===== config.mk =====
export PLATFORM = sky130hd
export DESIGN_NAME = tblxfer_unit
export DESIGN_NICKNAME = d
export VERILOG_FILES = /design/src/rtl/tbl_pkg.sv /design/src/rtl/tbl_ptr.sv /design/src/rtl/tbl_hold.sv /design/src/rtl/tbl_route.sv /design/src/rtl/tblxfer_unit.sv
export SDC_FILE = /design/constraint.sdc
export NUM_CORES = 1
export LEC_CHECK = 0
export BUFFER_PORTS_ARGS = -buffer_cell sky130_fd_sc_hd__buf_2
export CORE_ASPECT_RATIO = 1.4
export CORE_UTILIZATION = 31
export CTS_CLUSTER_DIAMETER = 60
export DETAILED_ROUTE_END_ITERATION = 10
export GPL_TIMING_DRIVEN = 1
export SYNTH_ARGS = -nofsm -noshare
export SYNTH_HDL_FRONTEND = slang
export SYNTH_SLANG_ARGS = --single-unit

===== constraint.sdc =====
create_clock -name clk_i -period 6.6 [get_ports clk_i]
set_input_delay 0 -clock clk_i [delete_from_list [all_inputs] [get_ports clk_i]]
set_output_delay 0 -clock clk_i [all_outputs]
set_load 0.02 [all_outputs]

===== src/rtl/tbl_pkg.sv =====
package tbl_pkg;
  typedef enum logic [1:0] {TGT_EE = 2'd0, TGT_PM = 2'd1, TGT_CFG = 2'd2} tgt_e;
  typedef enum logic [1:0] {STEP_NONE = 2'd0, STEP_INC = 2'd1, STEP_DEC = 2'd2} step_e;

  localparam logic [2:0] REG_PTR_L = 3'd0;
  localparam logic [2:0] REG_PTR_H = 3'd1;
  localparam logic [2:0] REG_PTR_U = 3'd2;
  localparam logic [2:0] REG_LATCH = 3'd3;
  localparam logic [2:0] REG_CTRL  = 3'd4;
  localparam logic [2:0] REG_UNLK  = 3'd5;

  localparam int CTRL_PROG_BIT = 7;
  localparam int CTRL_CFG_BIT  = 6;
endpackage


===== src/rtl/tbl_ptr.sv =====
module tbl_ptr #(
  parameter int PW = 22
) (
  input  logic          clk_i,
  input  logic          rst_ni,
  input  logic [2:0]    cpu_we_i,
  input  logic [7:0]    wdata_i,
  input  logic          step_i,
  input  logic [1:0]    mode_i,
  output logic [PW-1:0] ptr_o
);
  import tbl_pkg::*;
  localparam int UW = PW - 16;

  logic [PW-1:0] ptr_q, ptr_d;

  always_comb begin
    ptr_d = ptr_q;
    if (|cpu_we_i) begin
      if (cpu_we_i[0]) ptr_d[7:0]     = wdata_i;
      if (cpu_we_i[1]) ptr_d[15:8]    = wdata_i;
      if (cpu_we_i[2]) ptr_d[PW-1:16] = wdata_i[UW-1:0];
    end else if (step_i) begin
      unique case (mode_i)
        STEP_INC: ptr_d = ptr_q + PW'(1);
        STEP_DEC: ptr_d = ptr_q - PW'(1);
        default:  ptr_d = ptr_q;
      endcase
    end
  end

  always_ff @(posedge clk_i or negedge rst_ni)
    if (!rst_ni) ptr_q <= '0;
    else         ptr_q <= ptr_d;

  assign ptr_o = ptr_q;
endmodule


===== src/rtl/tbl_hold.sv =====
module tbl_hold #(
  parameter int DEPTH = 64,
  localparam int IW = $clog2(DEPTH)
) (
  input  logic          clk_i,
  input  logic          rst_ni,
  input  logic          we_i,
  input  logic [IW-1:0] widx_i,
  input  logic [7:0]    wdata_i,
  input  logic [IW-1:0] ridx_i,
  output logic [7:0]    rdata_o
);
  logic [7:0] mem_q [DEPTH];

  for (genvar g = 0; g < DEPTH; g++) begin : g_byte
    always_ff @(posedge clk_i or negedge rst_ni)
      if (!rst_ni)                              mem_q[g] <= '0;
      else if (we_i && widx_i == IW'(g))        mem_q[g] <= wdata_i;
  end

  assign rdata_o = mem_q[ridx_i];
endmodule


===== src/rtl/tbl_route.sv =====
module tbl_route #(
  parameter int PW        = 22,
  parameter int PM_WORDS  = 1024,
  parameter int EE_BYTES  = 256,
  parameter int CFG_BYTES = 16,
  localparam int PM_AW  = $clog2(PM_WORDS),
  localparam int EE_AW  = $clog2(EE_BYTES),
  localparam int CFG_AW = $clog2(CFG_BYTES)
) (
  input  logic              go_i,
  input  logic [PW-1:0]     ptr_i,
  input  logic              prog_sel_i,
  input  logic              cfg_sel_i,
  output tbl_pkg::tgt_e     tgt_o,
  output logic              oor_o,
  output logic [PM_AW-1:0]  pm_addr_o,
  output logic              pm_re_o,
  output logic [EE_AW-1:0]  ee_addr_o,
  output logic              ee_re_o,
  output logic [CFG_AW-1:0] cfg_addr_o,
  output logic              cfg_re_o
);
  import tbl_pkg::*;
  localparam logic [PW-1:0] PM_LIMIT  = PW'(2 * PM_WORDS);
  localparam logic [PW-1:0] CFG_LIMIT = PW'(CFG_BYTES);

  always_comb begin
    // configuration select overrides the program/EEPROM choice
    if (cfg_sel_i)       tgt_o = TGT_CFG;
    else if (prog_sel_i) tgt_o = TGT_PM;
    else                 tgt_o = TGT_EE;
    unique case (tgt_o)
      TGT_PM:  oor_o = ptr_i >= PM_LIMIT;
      TGT_CFG: oor_o = ptr_i >= CFG_LIMIT;
      default: oor_o = 1'b0;
    endcase
  end

  assign pm_addr_o  = ptr_i[PM_AW:1];
  assign ee_addr_o  = ptr_i[EE_AW-1:0];
  assign cfg_addr_o = ptr_i[CFG_AW-1:0];
  assign pm_re_o    = go_i && tgt_o == TGT_PM  && !oor_o;
  assign ee_re_o    = go_i && tgt_o == TGT_EE;
  assign cfg_re_o   = go_i && tgt_o == TGT_CFG && !oor_o;
endmodule


===== src/rtl/tblxfer_unit.sv =====
module tblxfer_unit #(
  parameter int PW         = 22,
  parameter int PM_WORDS   = 1024,
  parameter int EE_BYTES   = 256,
  parameter int CFG_BYTES  = 16,
  parameter int HOLD_BYTES = 64,
  localparam int PM_AW  = $clog2(PM_WORDS),
  localparam int EE_AW  = $clog2(EE_BYTES),
  localparam int CFG_AW = $clog2(CFG_BYTES),
  localparam int HW     = $clog2(HOLD_BYTES)
) (
  input  logic              clk_i,
  input  logic              rst_ni,
  input  logic [2:0]        reg_addr_i,
  input  logic              reg_we_i,
  input  logic [7:0]        reg_wdata_i,
  output logic [7:0]        reg_rdata_o,
  input  logic              tbl_rd_i,
  input  logic              tbl_wr_i,
  input  logic [1:0]        ptr_mode_i,
  output logic              busy_o,
  output logic [PM_AW-1:0]  pm_addr_o,
  output logic              pm_re_o,
  input  logic [15:0]       pm_rdata_i,
  output logic [EE_AW-1:0]  ee_addr_o,
  output logic              ee_re_o,
  input  logic [7:0]        ee_rdata_i,
  output logic [CFG_AW-1:0] cfg_addr_o,
  output logic              cfg_re_o,
  input  logic [7:0]        cfg_rdata_i,
  input  logic [HW-1:0]     hold_idx_i,
  output logic [7:0]        hold_rdata_o
);
  import tbl_pkg::*;

  logic          busy_q, rd_pend_q, bsel_q, oor_q;
  tgt_e          tgt_q, tgt_w;
  logic          oor_w;
  logic [7:0]    latch_q, fetch_byte;
  logic [1:0]    ctrl_q;
  logic [PW-1:0] ptr_q;
  logic          go_rd, go_wr;
  logic [2:0]    ptr_we;

  assign go_rd  = tbl_rd_i && !busy_q;
  assign go_wr  = tbl_wr_i && !tbl_rd_i && !busy_q;
  assign ptr_we = {reg_we_i && reg_addr_i == REG_PTR_U,
                   reg_we_i && reg_addr_i == REG_PTR_H,
                   reg_we_i && reg_addr_i == REG_PTR_L};

  tbl_ptr #(.PW(PW)) u_ptr (
    .clk_i, .rst_ni,
    .cpu_we_i (ptr_we),
    .wdata_i  (reg_wdata_i),
    .step_i   (go_rd || go_wr),
    .mode_i   (ptr_mode_i),
    .ptr_o    (ptr_q)
  );

  tbl_route #(.PW(PW), .PM_WORDS(PM_WORDS), .EE_BYTES(EE_BYTES), .CFG_BYTES(CFG_BYTES)) u_route (
    .go_i       (go_rd),
    .ptr_i      (ptr_q),
    .prog_sel_i (ctrl_q[1]),
    .cfg_sel_i  (ctrl_q[0]),
    .tgt_o      (tgt_w),
    .oor_o      (oor_w),
    .pm_addr_o, .pm_re_o,
    .ee_addr_o, .ee_re_o,
    .cfg_addr_o, .cfg_re_o
  );

  tbl_hold #(.DEPTH(HOLD_BYTES)) u_hold (
    .clk_i, .rst_ni,
    .we_i    (go_wr),
    .widx_i  (ptr_q[HW-1:0]),
    .wdata_i (latch_q),
    .ridx_i  (hold_idx_i),
    .rdata_o (hold_rdata_o)
  );

  always_ff @(posedge clk_i or negedge rst_ni)
    if (!rst_ni) begin
      busy_q    <= 1'b0;
      rd_pend_q <= 1'b0;
      bsel_q    <= 1'b0;
      oor_q     <= 1'b0;
      tgt_q     <= TGT_EE;
    end else begin
      busy_q    <= go_rd || go_wr;
      rd_pend_q <= go_rd;
      if (go_rd) begin
        bsel_q <= ptr_q[0];
        oor_q  <= oor_w;
        tgt_q  <= tgt_w;
      end
    end

  always_comb begin
    unique case (tgt_q)
      TGT_PM:  fetch_byte = oor_q ? 8'hFF : (bsel_q ? pm_rdata_i[15:8] : pm_rdata_i[7:0]);
      TGT_CFG: fetch_byte = oor_q ? 8'hFF : cfg_rdata_i;
      default: fetch_byte = ee_rdata_i;
    endcase
  end

  always_ff @(posedge clk_i or negedge rst_ni)
    if (!rst_ni)                                     latch_q <= '0;
    else if (rd_pend_q)                              latch_q <= fetch_byte;
    else if (reg_we_i && reg_addr_i == REG_LATCH)    latch_q <= reg_wdata_i;

  always_ff @(posedge clk_i or negedge rst_ni)
    if (!rst_ni)                                     ctrl_q <= '0;
    else if (reg_we_i && reg_addr_i == REG_CTRL)
      ctrl_q <= {reg_wdata_i[CTRL_PROG_BIT], reg_wdata_i[CTRL_CFG_BIT]};

  always_comb begin
    reg_rdata_o = 8'h00;
    unique case (reg_addr_i)
      REG_PTR_L: reg_rdata_o = ptr_q[7:0];
      REG_PTR_H: reg_rdata_o = ptr_q[15:8];
      REG_PTR_U: reg_rdata_o = 8'(ptr_q[PW-1:16]);
      REG_LATCH: reg_rdata_o = latch_q;
      REG_CTRL:  reg_rdata_o = {ctrl_q, 6'b0};
      default:   reg_rdata_o = 8'h00;  // unlock register and unmapped space
    endcase
  end

  assign busy_o = busy_q;
endmodule


==> results.toml <==
[outcome]
status = "finished, violations left"
violations = "negative hold slack"

[global_routing]
antenna_found_initial = 3
grt_pass1_wl_um = 112000
grt_use_met1 = 0.193
grt_pass1_vias = 18500
overflow = 0
grt_max_degree = 190
use_met2 = 0.291
grt_usage = 0.161
use_met3 = 0.0235
top_usage_layer = "met2"

[timing]
skew_ns = 0.0518
setup_viol_count_final = 0
report.final.slew_viol_count = 0
hold_viol_final = 2
timing.hold.ws_ns = -0.00167
fin_crit_sh = 0.530
worstMarginPinSlew_ns = 1.30
fin_ws_ns = 3.10
period_needed_ns = 3.50
finalSetupTns_ns = 0
slew_headroom = 0.127
rsz0062_at_grt = "false"
fmax_mhz = 286

[pwr]
p_leak_nw = 14.2
p_sw_frac = 0.329
power_frac_clock = 0.299
intPower_mw = 7.51
p_switching_mw = 3.68
p_comb_frac = 0.256
power_density_nw_per_um2 = 359
ir_worst_vdd_uv = 226
total_power_mw = 11.2
power_frac_seq = 0.446

[logic_synthesis]
synth-seq-cells = 550
synth_edf_count = 0
ys.flop_type = "dfrtp_1"
ys_types = 81
synth_top_cell_by_area = "dfrtp_1"
syn_inst = 1964
synth_fp_nets = 2025
yosysTopAreaCellShare = 0.501
seq_area_frac_synth = 0.501
netlist_area_um2 = 27500
synth_warnings = 0
syn-mean-instance-area_um2 = 14.0
synthTopCellsByArea = "dfrtp_1 50%, mux2_2 22%, mux4_2 14%"
async_reset_ff_frac = 1.00

[placement]
place_area_um2 = 28900
portBuffers = 97
place_inst = 3077
pre_cts_ws_ns = 3.02
hpwl_um = 47600
routabilityCongestion = 0.874

[floorplanning]
initial_core_util = 0.314
dieArea_um2 = 89900
rows = 128
core_um2 = 87400
ios = 98
die_h_um = 354
die_w_um = 254

[clock_network]
clock_path_buffers = 3
cts_made_buffers = 59
clk_latency_ns = 0.65
numClockSinks = 550
cts.repair_timing.setup_buffer_count = 0
clkSlewWorstSetupHoldPaths_ns = 0.06
cts_tree = "yes"
cts-root-buf = "clkbuf_16"
cts_resized = 0
ctsHoldBuffers = 33
htreeDepth = 2

[worst_setup_path]
cp_top_family = "simple AND/OR/NAND/NOR gates"
crit_chain = "nor3b_1 -> nand2_1 -> nor2_1 -> nand2_1 -> mux2_2"
worstPathMaxFanout = 16
cp_num_buf_inv = 0
cp_slowest_stage_delay_ns = 1.01
critPathArrivalTime_ns = 4.03
worstSetupEndpointType = "register"
cp.required_ns = 7.13
worst-setup-path-type = "reg -> reg"
slowest_stage = "nor2_1"
critPathLaunchType = "register"
path_common_cell = "nand2_1"

[routing]
vias_per_cell = 5.26
via_count = 16900
postRouteAntennaNets = 0
drtPass1Iterations = 7
routed_wl_um = 71000
drt-initial-drc-count = 897
routedWlPerCell_um = 22.1
drc = 0

[finish]
diodes = 0
area_delta_synth_final_pct = 13.5
design_area_um2 = 31200
final_cells = 3219
layout-drive-gt1-share = 0.462
fin_util = 0.357
nets = 2062

[run]
cap_violations = 0

[min_path]
holdCritPathClass = "in -> async"
==> per-layer routing <==
metal,part of all wire,up-vias
met5,0.00028,-
li1,-,7396
met1,0.40,8966
met2,0.53,437
met4,0.034,4
met3,0.042,144
==> synthesized netlist by cell type, types with 6 or more instances <==
| cell type | count |
|---|---|
| nor2b_1 | 15 |
| nor2_1 | 88 |
| o22a_1 | 7 |
| mux4_2 | 172 |
| a31oi_1 | 15 |
| mux2_2 | 525 |
| buf_4 | 26 |
| or3_1 | 7 |
| clkbuf_1 | 122 |
| xnor2_1 | 7 |
| dfrtp_1 | 550 |
| a221oi_1 | 8 |
| buf_2 | 19 |
| nand2b_1 | 10 |
| o22ai_1 | 10 |
| nand3_1 | 16 |
| nor4_1 | 7 |
| mux2i_1 | 15 |
| nand2_1 | 105 |
| nor3_1 | 23 |
| a21oi_1 | 31 |
| o21ai_0 | 52 |
| o21ai_1 | 6 |
| inv_1 | 12 |
==> flip-flops by register name, summed over array words and instances (netlist names) <==
register      flops
bsel_q            1
busy_o            1
ctrl_q            2
latch_q           8
oor_q             1
rd_pend_q         1
tgt_q             2
u_hold.mem_q    512
u_ptr.ptr_o      22
==> cell families (layout without fill, tap and decap cells) <==
logic type / count (synthesis) / count (layout) / share of synthesized area
AOI/OAI and AO/OA: 189 / 189 / 0.0477
xor gates and xnor gates: 10 / 10 / 0.00319
adders and majority gates: 5 / 5 / 0.00228
buffers and inverters: 188 / 273 / 0.0306
DFF: 550 / 550 / 0.501
muxes: 712 / 712 / 0.362
and+or+nand+nor: 310 / 310 / 0.0538
==> layout make-up <==
| type | count | area, µm² |
|---|---|---|
| clock buffer | 83 | 1700 |
| clock inverter | 26 | 283 |
| fill | 8441 | 56300 |
| inverter | 14 | 52.6 |
| multi-input combinational | 1226 | 12900 |
| sequential | 550 | 13800 |
| tap | 1170 | 1460 |
| timing repair buffer | 150 | 1020 |
==> worst register-to-register path, delay by kind of cell, from the launching register on <==
kind / cells / cell delay (ns)
DFF: 1 / 0.42
and+or+nand+nor: 4 / 2.52
muxes: 1 / 0.49
==> power groups by stage <==
stage                     logic [mW]  registers [mW]  clock network [mW]
after floorplan                 2.42            4.51                   0
after global placement          2.73            4.96                   0
after detailed placement        2.82            5.04                   0
after CTS                       2.89            4.98                3.43
after global routing            3.12            5.11                3.56
final                           2.86            4.99                3.34
==> worst paths after layout <==
| kind | from | to | slack, ns | cells past startpoint |
|---|---|---|---|---|
| setup / recovery | busy_o | u_hold.mem_q[286] | 3.10 | 5 |
| hold / removal | rst_ni | latch_q[2] | -0.002 | 2 |
| setup reg to reg | busy_o | u_hold.mem_q[286] | 3.10 | 5 |
| hold reg to reg | u_hold.mem_q[73] | u_hold.mem_q[73] | 0.50 | 1 |
| max in group asynchronous | rst_ni | u_hold.mem_q[465] | 4.47 | 4 |
| min in group clk_i | reg_addr_i[1] | u_ptr.ptr_o[21] | 0.05 | 4 |
==> cell usage in the layout, fill, tap and decap left out, types with 5 or more instances in the layout <==
cell type | Yosys | final
o21ai_1 | 6 | 6
clkbuf_1 | 122 | 12
nor2_1 | 88 | 88
mux2_2 | 525 | 525
clkbuf_16 | 0 | 60
inv_1 | 12 | 12
dfrtp_2 | 0 | 8
a221oi_1 | 8 | 8
nor2b_1 | 15 | 15
and3_1 | 5 | 5
nand3_1 | 16 | 16
o22ai_1 | 10 | 10
a21oi_1 | 31 | 30
xnor2_1 | 7 | 7
clkbuf_8 | 0 | 12
clkinv_2 | 0 | 13
buf_2 | 19 | 94
nor3_1 | 23 | 23
o21ai_0 | 52 | 52
buf_4 | 26 | 18
nand2_1 | 105 | 105
dlygate4sd3_1 | 0 | 33
nand2b_1 | 10 | 10
o22a_1 | 7 | 7
o21a_1 | 5 | 5
dfrtp_1 | 550 | 542
mux2i_1 | 15 | 15
nor4_1 | 7 | 7
a31oi_1 | 15 | 15
mux4_2 | 172 | 172
or3_1 | 7 | 7
Power figures use the tool's default switching activity.
